[src/rtl/rxd_pkg.sv]
package rxd_pkg;

    typedef enum logic [1:0] {
        ST_IDLE  = 2'd0,
        ST_SKIP  = 2'd1,
        ST_SHIFT = 2'd2
    } rx_state_e;

    typedef enum logic [1:0] {
        LAG_NONE = 2'd0,
        LAG_ONE  = 2'd1,
        LAG_TWO  = 2'd2
    } lag_e;

    // The reserved code 2'b11 folds onto the two-clock delay.
    function automatic lag_e decode_lag(input logic [1:0] sel);
        lag_e res;
        unique case (sel)
            2'b00:   res = LAG_NONE;
            2'b01:   res = LAG_ONE;
            default: res = LAG_TWO;
        endcase
        return res;
    endfunction

endpackage

[src/rtl/rxd_lag_decode.sv]
module rxd_lag_decode
    import rxd_pkg::*;
(
    input  logic [1:0] lag_sel,
    output lag_e       lag
);

    always_comb begin
        lag = decode_lag(lag_sel);
    end

endmodule

[src/rtl/rxd_ctrl.sv]
module rxd_ctrl
    import rxd_pkg::*;
#(
    parameter  int WORD_W = 8,
    localparam int CNT_W  = (WORD_W > 1) ? $clog2(WORD_W) : 1
) (
    input  logic             bclk,
    input  logic             rst,
    input  logic             fsync,
    input  lag_e             lag,
    output rx_state_e        state,
    output logic [CNT_W-1:0] bit_cnt,
    output logic             shift_en,
    output logic             word_done
);

    localparam logic [CNT_W-1:0] LAST = CNT_W'(WORD_W - 1);
    localparam bit SINGLE_BIT = (WORD_W == 1);

    rx_state_e        state_q, state_d;
    logic [CNT_W-1:0] cnt_q, cnt_d;

    // State register, sampled on the falling edge of the bit clock.
    always_ff @(negedge bclk or posedge rst) begin
        if (rst) begin
            state_q <= ST_IDLE;
            cnt_q   <= '0;
        end else begin
            state_q <= state_d;
            cnt_q   <= cnt_d;
        end
    end

    // Next state.
    always_comb begin
        state_d = state_q;
        cnt_d   = cnt_q;
        unique case (state_q)
            ST_IDLE: begin
                if (fsync) begin
                    unique case (lag)
                        LAG_NONE: begin
                            // The first bit is taken on this edge.
                            if (!SINGLE_BIT) begin
                                state_d = ST_SHIFT;
                                cnt_d   = CNT_W'(1);
                            end
                        end
                        LAG_ONE: begin
                            state_d = ST_SHIFT;
                            cnt_d   = '0;
                        end
                        default: begin
                            state_d = ST_SKIP;
                            cnt_d   = '0;
                        end
                    endcase
                end
            end
            ST_SKIP: begin
                state_d = ST_SHIFT;
                cnt_d   = '0;
            end
            ST_SHIFT: begin
                // A frame marker here is ignored: only the count matters.
                if (cnt_q == LAST) begin
                    state_d = ST_IDLE;
                    cnt_d   = '0;
                end else begin
                    cnt_d = cnt_q + 1'b1;
                end
            end
            default: begin
                state_d = ST_IDLE;
                cnt_d   = '0;
            end
        endcase
    end

    // Outputs of the controller.
    always_comb begin
        shift_en  = 1'b0;
        word_done = 1'b0;
        unique case (state_q)
            ST_IDLE: begin
                if (fsync && (lag == LAG_NONE)) begin
                    shift_en  = 1'b1;
                    word_done = SINGLE_BIT;
                end
            end
            ST_SHIFT: begin
                shift_en  = 1'b1;
                word_done = (cnt_q == LAST);
            end
            default: begin
                shift_en  = 1'b0;
                word_done = 1'b0;
            end
        endcase
    end

    assign state   = state_q;
    assign bit_cnt = cnt_q;

endmodule

[src/rtl/rxd_shreg.sv]
module rxd_shreg #(
    parameter int WORD_W = 8
) (
    input  logic              bclk,
    input  logic              rst,
    input  logic              sdata,
    input  logic              shift_en,
    input  logic              word_done,
    output logic [WORD_W-1:0] rx_word,
    output logic              rx_valid
);

    logic [WORD_W-1:0] next_word;

    generate
        if (WORD_W == 1) begin : g_single
            // A one-bit word is the sampled bit itself.
            assign next_word = sdata;
        end else begin : g_multi
            logic [WORD_W-2:0] acc_q;

            always_ff @(negedge bclk or posedge rst) begin
                if (rst) begin
                    acc_q <= '0;
                end else if (shift_en) begin
                    acc_q <= next_word[WORD_W-2:0];
                end
            end

            // Earlier bits move toward the MSB; the new bit enters at bit 0.
            assign next_word = {acc_q, sdata};
        end
    endgenerate

    always_ff @(negedge bclk or posedge rst) begin
        if (rst) begin
            rx_word  <= '0;
            rx_valid <= 1'b0;
        end else begin
            rx_valid <= word_done;
            if (word_done) begin
                rx_word <= next_word;
            end
        end
    end

endmodule

[src/rtl/fs_serial_rx.sv]
module fs_serial_rx
    import rxd_pkg::*;
#(
    parameter int WORD_W = 8
) (
    input  logic              bclk,
    input  logic              rst,
    input  logic              fsync,
    input  logic              sdata,
    input  logic [1:0]        lag_sel,
    output logic [WORD_W-1:0] rx_word,
    output logic              rx_valid
);

    localparam int CNT_W = (WORD_W > 1) ? $clog2(WORD_W) : 1;

    lag_e             lag_w;
    rx_state_e        state_w;
    logic [CNT_W-1:0] cnt_w;
    logic             shift_w;
    logic             done_w;

    rxd_lag_decode u_decode (
        .lag_sel (lag_sel),
        .lag     (lag_w)
    );

    rxd_ctrl #(
        .WORD_W (WORD_W)
    ) u_ctrl (
        .bclk      (bclk),
        .rst       (rst),
        .fsync     (fsync),
        .lag       (lag_w),
        .state     (state_w),
        .bit_cnt   (cnt_w),
        .shift_en  (shift_w),
        .word_done (done_w)
    );

    rxd_shreg #(
        .WORD_W (WORD_W)
    ) u_shreg (
        .bclk      (bclk),
        .rst       (rst),
        .sdata     (sdata),
        .shift_en  (shift_w),
        .word_done (done_w),
        .rx_word   (rx_word),
        .rx_valid  (rx_valid)
    );

endmodule

[config.mk]
export PLATFORM = sky130hd
export DESIGN_NAME = fs_serial_rx
export DESIGN_NICKNAME = d
export VERILOG_FILES = /design/src/rtl/rxd_pkg.sv /design/src/rtl/rxd_lag_decode.sv /design/src/rtl/rxd_ctrl.sv /design/src/rtl/rxd_shreg.sv /design/src/rtl/fs_serial_rx.sv
export SDC_FILE = /design/constraint.sdc
export NUM_CORES = 1
export LEC_CHECK = 0
export BUFFER_PORTS_ARGS = -buffer_cell sky130_fd_sc_hd__buf_2
export CELL_PAD_IN_SITES_DETAIL_PLACEMENT = 1
export CELL_PAD_IN_SITES_GLOBAL_PLACEMENT = 1
export CORE_MARGIN = 10
export CORE_UTILIZATION = 41
export CTS_BUF_LIST = sky130_fd_sc_hd__clkbuf_8
export DETAILED_ROUTE_END_ITERATION = 8
export PLACE_DENSITY = 0.86
export SLEW_MARGIN = 10
export SYNTH_ARGS = -nofsm -noshare
export SYNTH_HDL_FRONTEND = slang
export SYNTH_SLANG_ARGS = --single-unit
[constraint.sdc]
create_clock -name bclk -period 1.45 [get_ports bclk]
set_clock_uncertainty 0.1 [all_clocks]
set_input_delay 0.145 -clock bclk [delete_from_list [all_inputs] [get_ports bclk]]
set_output_delay 0.145 -clock bclk [all_outputs]
set_load 0.05 [all_outputs]
Word level (Yosys, flattened, before mapping)
Cells that the tools add are included.

Register bits after elaboration: 21. Output and inout port bits: 9.

Multiplexer cells: 12. Add/sub/neg operators: 1. Reduce and logical (&&, ||, !) cells: 6. Equal/unequal tests: 7.

Operators by type and width (number): 2-bit by 1-bit == test with 1-bit output, second input constant (3); 2-bit zero test (3); 2-bit two-way mux (3); 3-bit two-way mux (2); 2-bit case mux with 3 select lines (1); 3-bit case mux with 2 select lines (1); 2-bit case mux with 2 select lines (1); 3-bit by 1-bit adder with 3-bit output, second input constant (1); 3-bit == test, second input constant (1); 1-bit two-way mux (3); 2-bit == test, second input constant (1); 2-bit by 1-bit inequality test with 1-bit output, second input constant (1); 2-bit inequality test, second input constant (1); 1-bit case mux with 2 select lines (1); 2-bit AND reduction (1); 2-bit OR reduction (1); 1-bit logical AND (1).

Longest topological paths before layout
Word-level depth: 7. Gate-level depth with buffers: 5.

Hierarchy
Synthesis repeated with hierarchy kept, for this count alone.

Cells, all modules: 66. Area total of the unflattened synthesis: 954.7 µm².

By module, submodules not included: rxd_shreg (area an instance 651.9 µm², cells an instance 34, times used 1); rxd_ctrl (area an instance 292.8 µm², cells an instance 30, times used 1); rxd_lag_decode (area an instance 10.0 µm², cells an instance 2, times used 1).

==> impl_results.md <==
- Outcome: finished with violations
- Violations in the final reports: setup timing
- Synthesized-area fraction occupied by xor and xnor cells: 0%
- CP Class: flip-flop to output port
- Post-Syn Area per Cell: 14.28 um2
- HPWL after DPL: 1.373 mm
- Critical path cell sequence: buf_6
- Initial standard-cell utilization of the core: 43.24%
- Total via count in the routed design: 592
- Critical path's top delay family: flip-flops
- Die Footprint: 0.004319 mm2
- Share of cell area taken by muxes after synthesis: 19.71%
- Number of remaining DRC errors: 0
- Metal3 WL: 92 um
- Boundary Pins: 15
- Transition time at the pin with the least slew margin: 315.6 ps
- Maximum number of pins on one net before global-route repair: 22
- CTS H-tree lvls: 1
- TritonCTS Buffers: 3
- Final std cell area, no fill: 0.001335 mm2
- Worst Hold Class: flip-flop to flip-flop
- Post-synthesis cell count: 60
- TritonCTS clock tree: yes
- Final setup slack of the worst path: -392.5 ps
- Number of global-route vias before repair: 713
- Sinks on Clock Net: 21
- Ys Warns: 0
- Std-Cell Rows: 16
- Final core area utilization: 67.36%
- All-Layer GR Usage: 11.10%
- Arrival time at the worst endpoint: 1600 ps
- Count of nets left with antenna violations after detail routing: 0
- Met1 wire length: 928 um
- Basic-gate share of the synthesized area counting and, or, nand and nor cells: 9.489%
- Power per cell area: 2443 mW/mm2
- Post-place instance area: 0.001072 mm2
- Commonest non-fill, non-tap cells in the layout: 21 x dfrtn_1, 12 x buf_6, 12 x buf_4
- Setup Total Neg Slack: -5619 ps
- Setup crit start kind: flip-flop
- Number of nets in the layout: 103
- Combined area of all synthesized cells: 857.1 um2
- Worst-skew pair later-pin latency: 270 ps
- Clk Tree Root Cell: clkbuf_8
- CTS max path bufs: 2
- Port Buf Inserts: 14
- Post-synthesis adder-cell area fraction: 2.920%
- Setup-failing EPs final: 22
- Count of state elements after synthesis: 21
- Number of iterations in the first detailed-routing pass: 3
- Top Layer Used: met4
- Final antenna diode count: 0
- Share of the synthesized area in compound gates (AO/OA/AOI/OAI): 4.672%
- IR Drop Worst-Case VDD: 1710 uV
- Average wire length per cell after detail routing: 18.74 um
- Total Wirelength: 2.268 mm
- Proportion of layout cells with a drive suffix above 1: 63.83%
- Die Span Y: 65.72 um
- Critical path buffers and inverters: 1
- Die outline width: 65.72 um
- Via count normalized by instance count: 4.893
- Routability-driven placement congestion ratio: 0.7486
- First-pass GRT wire length: 3.636 mm
- RSZ-0062 raised after global routing: true
- Critical path's slowest cell: dfrtn_1
- Antenna violations before repair: 0
- Synth unique cells: 16
- Quantity of hold-fixing buffers added after cts: 0
- Fin. max-slew vios: 0
- Number of max-cap violations: 0
- Worst endpoint required time: 1210 ps
- Max transition margin: 78.96%
- Net count after synthesis: 68
- CORE AREA: 0.001982 mm2
- Crit-path max cell delay: 430 ps
- Clock-pin slew of the registers on the worst-case setup and hold paths: 50 ps
- Kind of end point of the critical path: output port
- Routed wire length on met2: 1.233 mm
- Synthesis-to-layout area growth: 55.77%
- Most common library cell in the layout ignoring fill and taps: dfrtn_1
- Count of placed standard cells in the final layout, fillers left out: 121
- Biggest fanout along the worst timing path: 2
- Overall overflow remaining after global route: 0
- Leakage power of the design: 0.6458 nW
- Final count of hold timing violations: 0
- Detailed router's first-iteration violation count: 11
- Dominant combinational cell family by area after synthesis: multiplexers
- DP Cell Count: 107
- Sequential area share after synthesis: 61.31%
flip-flops by register name, indices dropped and copies added (netlist names):
signal and cells:
u_ctrl.bit_cnt 3, u_ctrl.state 2, u_shreg.g_multi.acc_q 7, u_shreg.rx_valid 1, u_shreg.rx_word 8
metrics by stage:
| stage | worst slack, ps | hold slack [ps] | power, W |
|---|---|---|---|
| 2_1_floorplan | -411.4 | 313.2 | 0.002079 |
| 3_3_place_gp | -566.2 | 315.4 | 0.002355 |
| 3_5_place_dp | -602.2 | 327.0 | 0.002428 |
| 4_1_cts | -397.4 | 351.6 | 0.003175 |
| 5_1_grt | -427.9 | 391.9 | 0.003440 |
| 6_report | -392.5 | 376.3 | 0.003261 |
report_power, final:
group / switching [W] / internal (W) / total, W
combinational: 0.000849 / 0.000905 / 0.00175
sequential: 0.000236 / 0.000889 / 0.00112
clock: 0.000190 / 0.000191 / 0.000381
total: 0.00128 / 0.00199 / 0.00326
cells in the mapped netlist:
| master | n | share of area, % |
|---|---|---|
| inv_1 | 3 | 1.3 |
| buf_2 | 1 | 0.58 |
| o21ai_0 | 1 | 0.58 |
| mux2_2 | 15 | 20 |
| or2b_1 | 1 | 0.88 |
| and2b_2 | 1 | 1.0 |
| nor3b_2 | 1 | 1.5 |
| and3_2 | 1 | 0.88 |
| o21bai_2 | 1 | 1.3 |
| nand3b_2 | 1 | 1.3 |
| dfrtn_1 | 21 | 61 |
| ha_1 | 2 | 2.9 |
| nor2_1 | 5 | 2.2 |
| a21oi_1 | 3 | 1.8 |
| nor3b_1 | 2 | 1.8 |
| o41ai_1 | 1 | 1.0 |
cell families after synthesis:
family                   after synthesis
adder cells (fa/ha/maj)                2
AND/OR/NAND/NOR                       12
flip-flops                            21
AO/OA/AOI/OAI                          6
multiplexers                          15
buffers and inverters                  4
area by class of cell:
type                    count  area, um2
inverters                   3      11.26
clock buffers               3      41.29
clock inverters             1      5.005
well taps                  27      33.78
flip-flops and latches     21      525.5
multi-input cells          36      412.9
fillers                   187      646.9
repair buffers             30      305.3
worst paths after layout:
kind	slack [ps]	cells after the start	to	start
worst max-delay path	-390	1	rx_word[2]	u_shreg.rx_word[2]$_DFFE_NP0P_
worst min-delay path	380	1	u_ctrl.bit_cnt[1]$_DFFE_NP0P_	u_ctrl.state[0]$_DFFE_NP0P_
worst max register to register	-20	4	u_shreg.rx_word[5]$_DFFE_NP0P_	u_ctrl.bit_cnt[1]$_DFFE_NP0P_
worst min register to register	380	1	u_ctrl.bit_cnt[1]$_DFFE_NP0P_	u_ctrl.state[0]$_DFFE_NP0P_
max in group asynchronous	680	3	u_ctrl.state[0]$_DFFE_NP0P_	rst
min in group asynchronous	410	3	u_shreg.rx_word[6]$_DFFE_NP0P_	rst
repair_timing:
item | CTS | global route
endpoints found under the setup margin | 25 | 26
pin swaps | 1 | 2
cloned | 1 | 0
gates resized for setup | 27 | 8
buffers inserted | 6 | 5
metal layers:
layer | track usage, % | vias to the layer above
met3 | 4.068 | 2
met5 | 0 | -
li1 | - | 280
met2 | 18.84 | 10
met1 | 12.66 | 300
met4 | 3.209 | 0
Note: power is estimated with default switching activity, not from simulation.
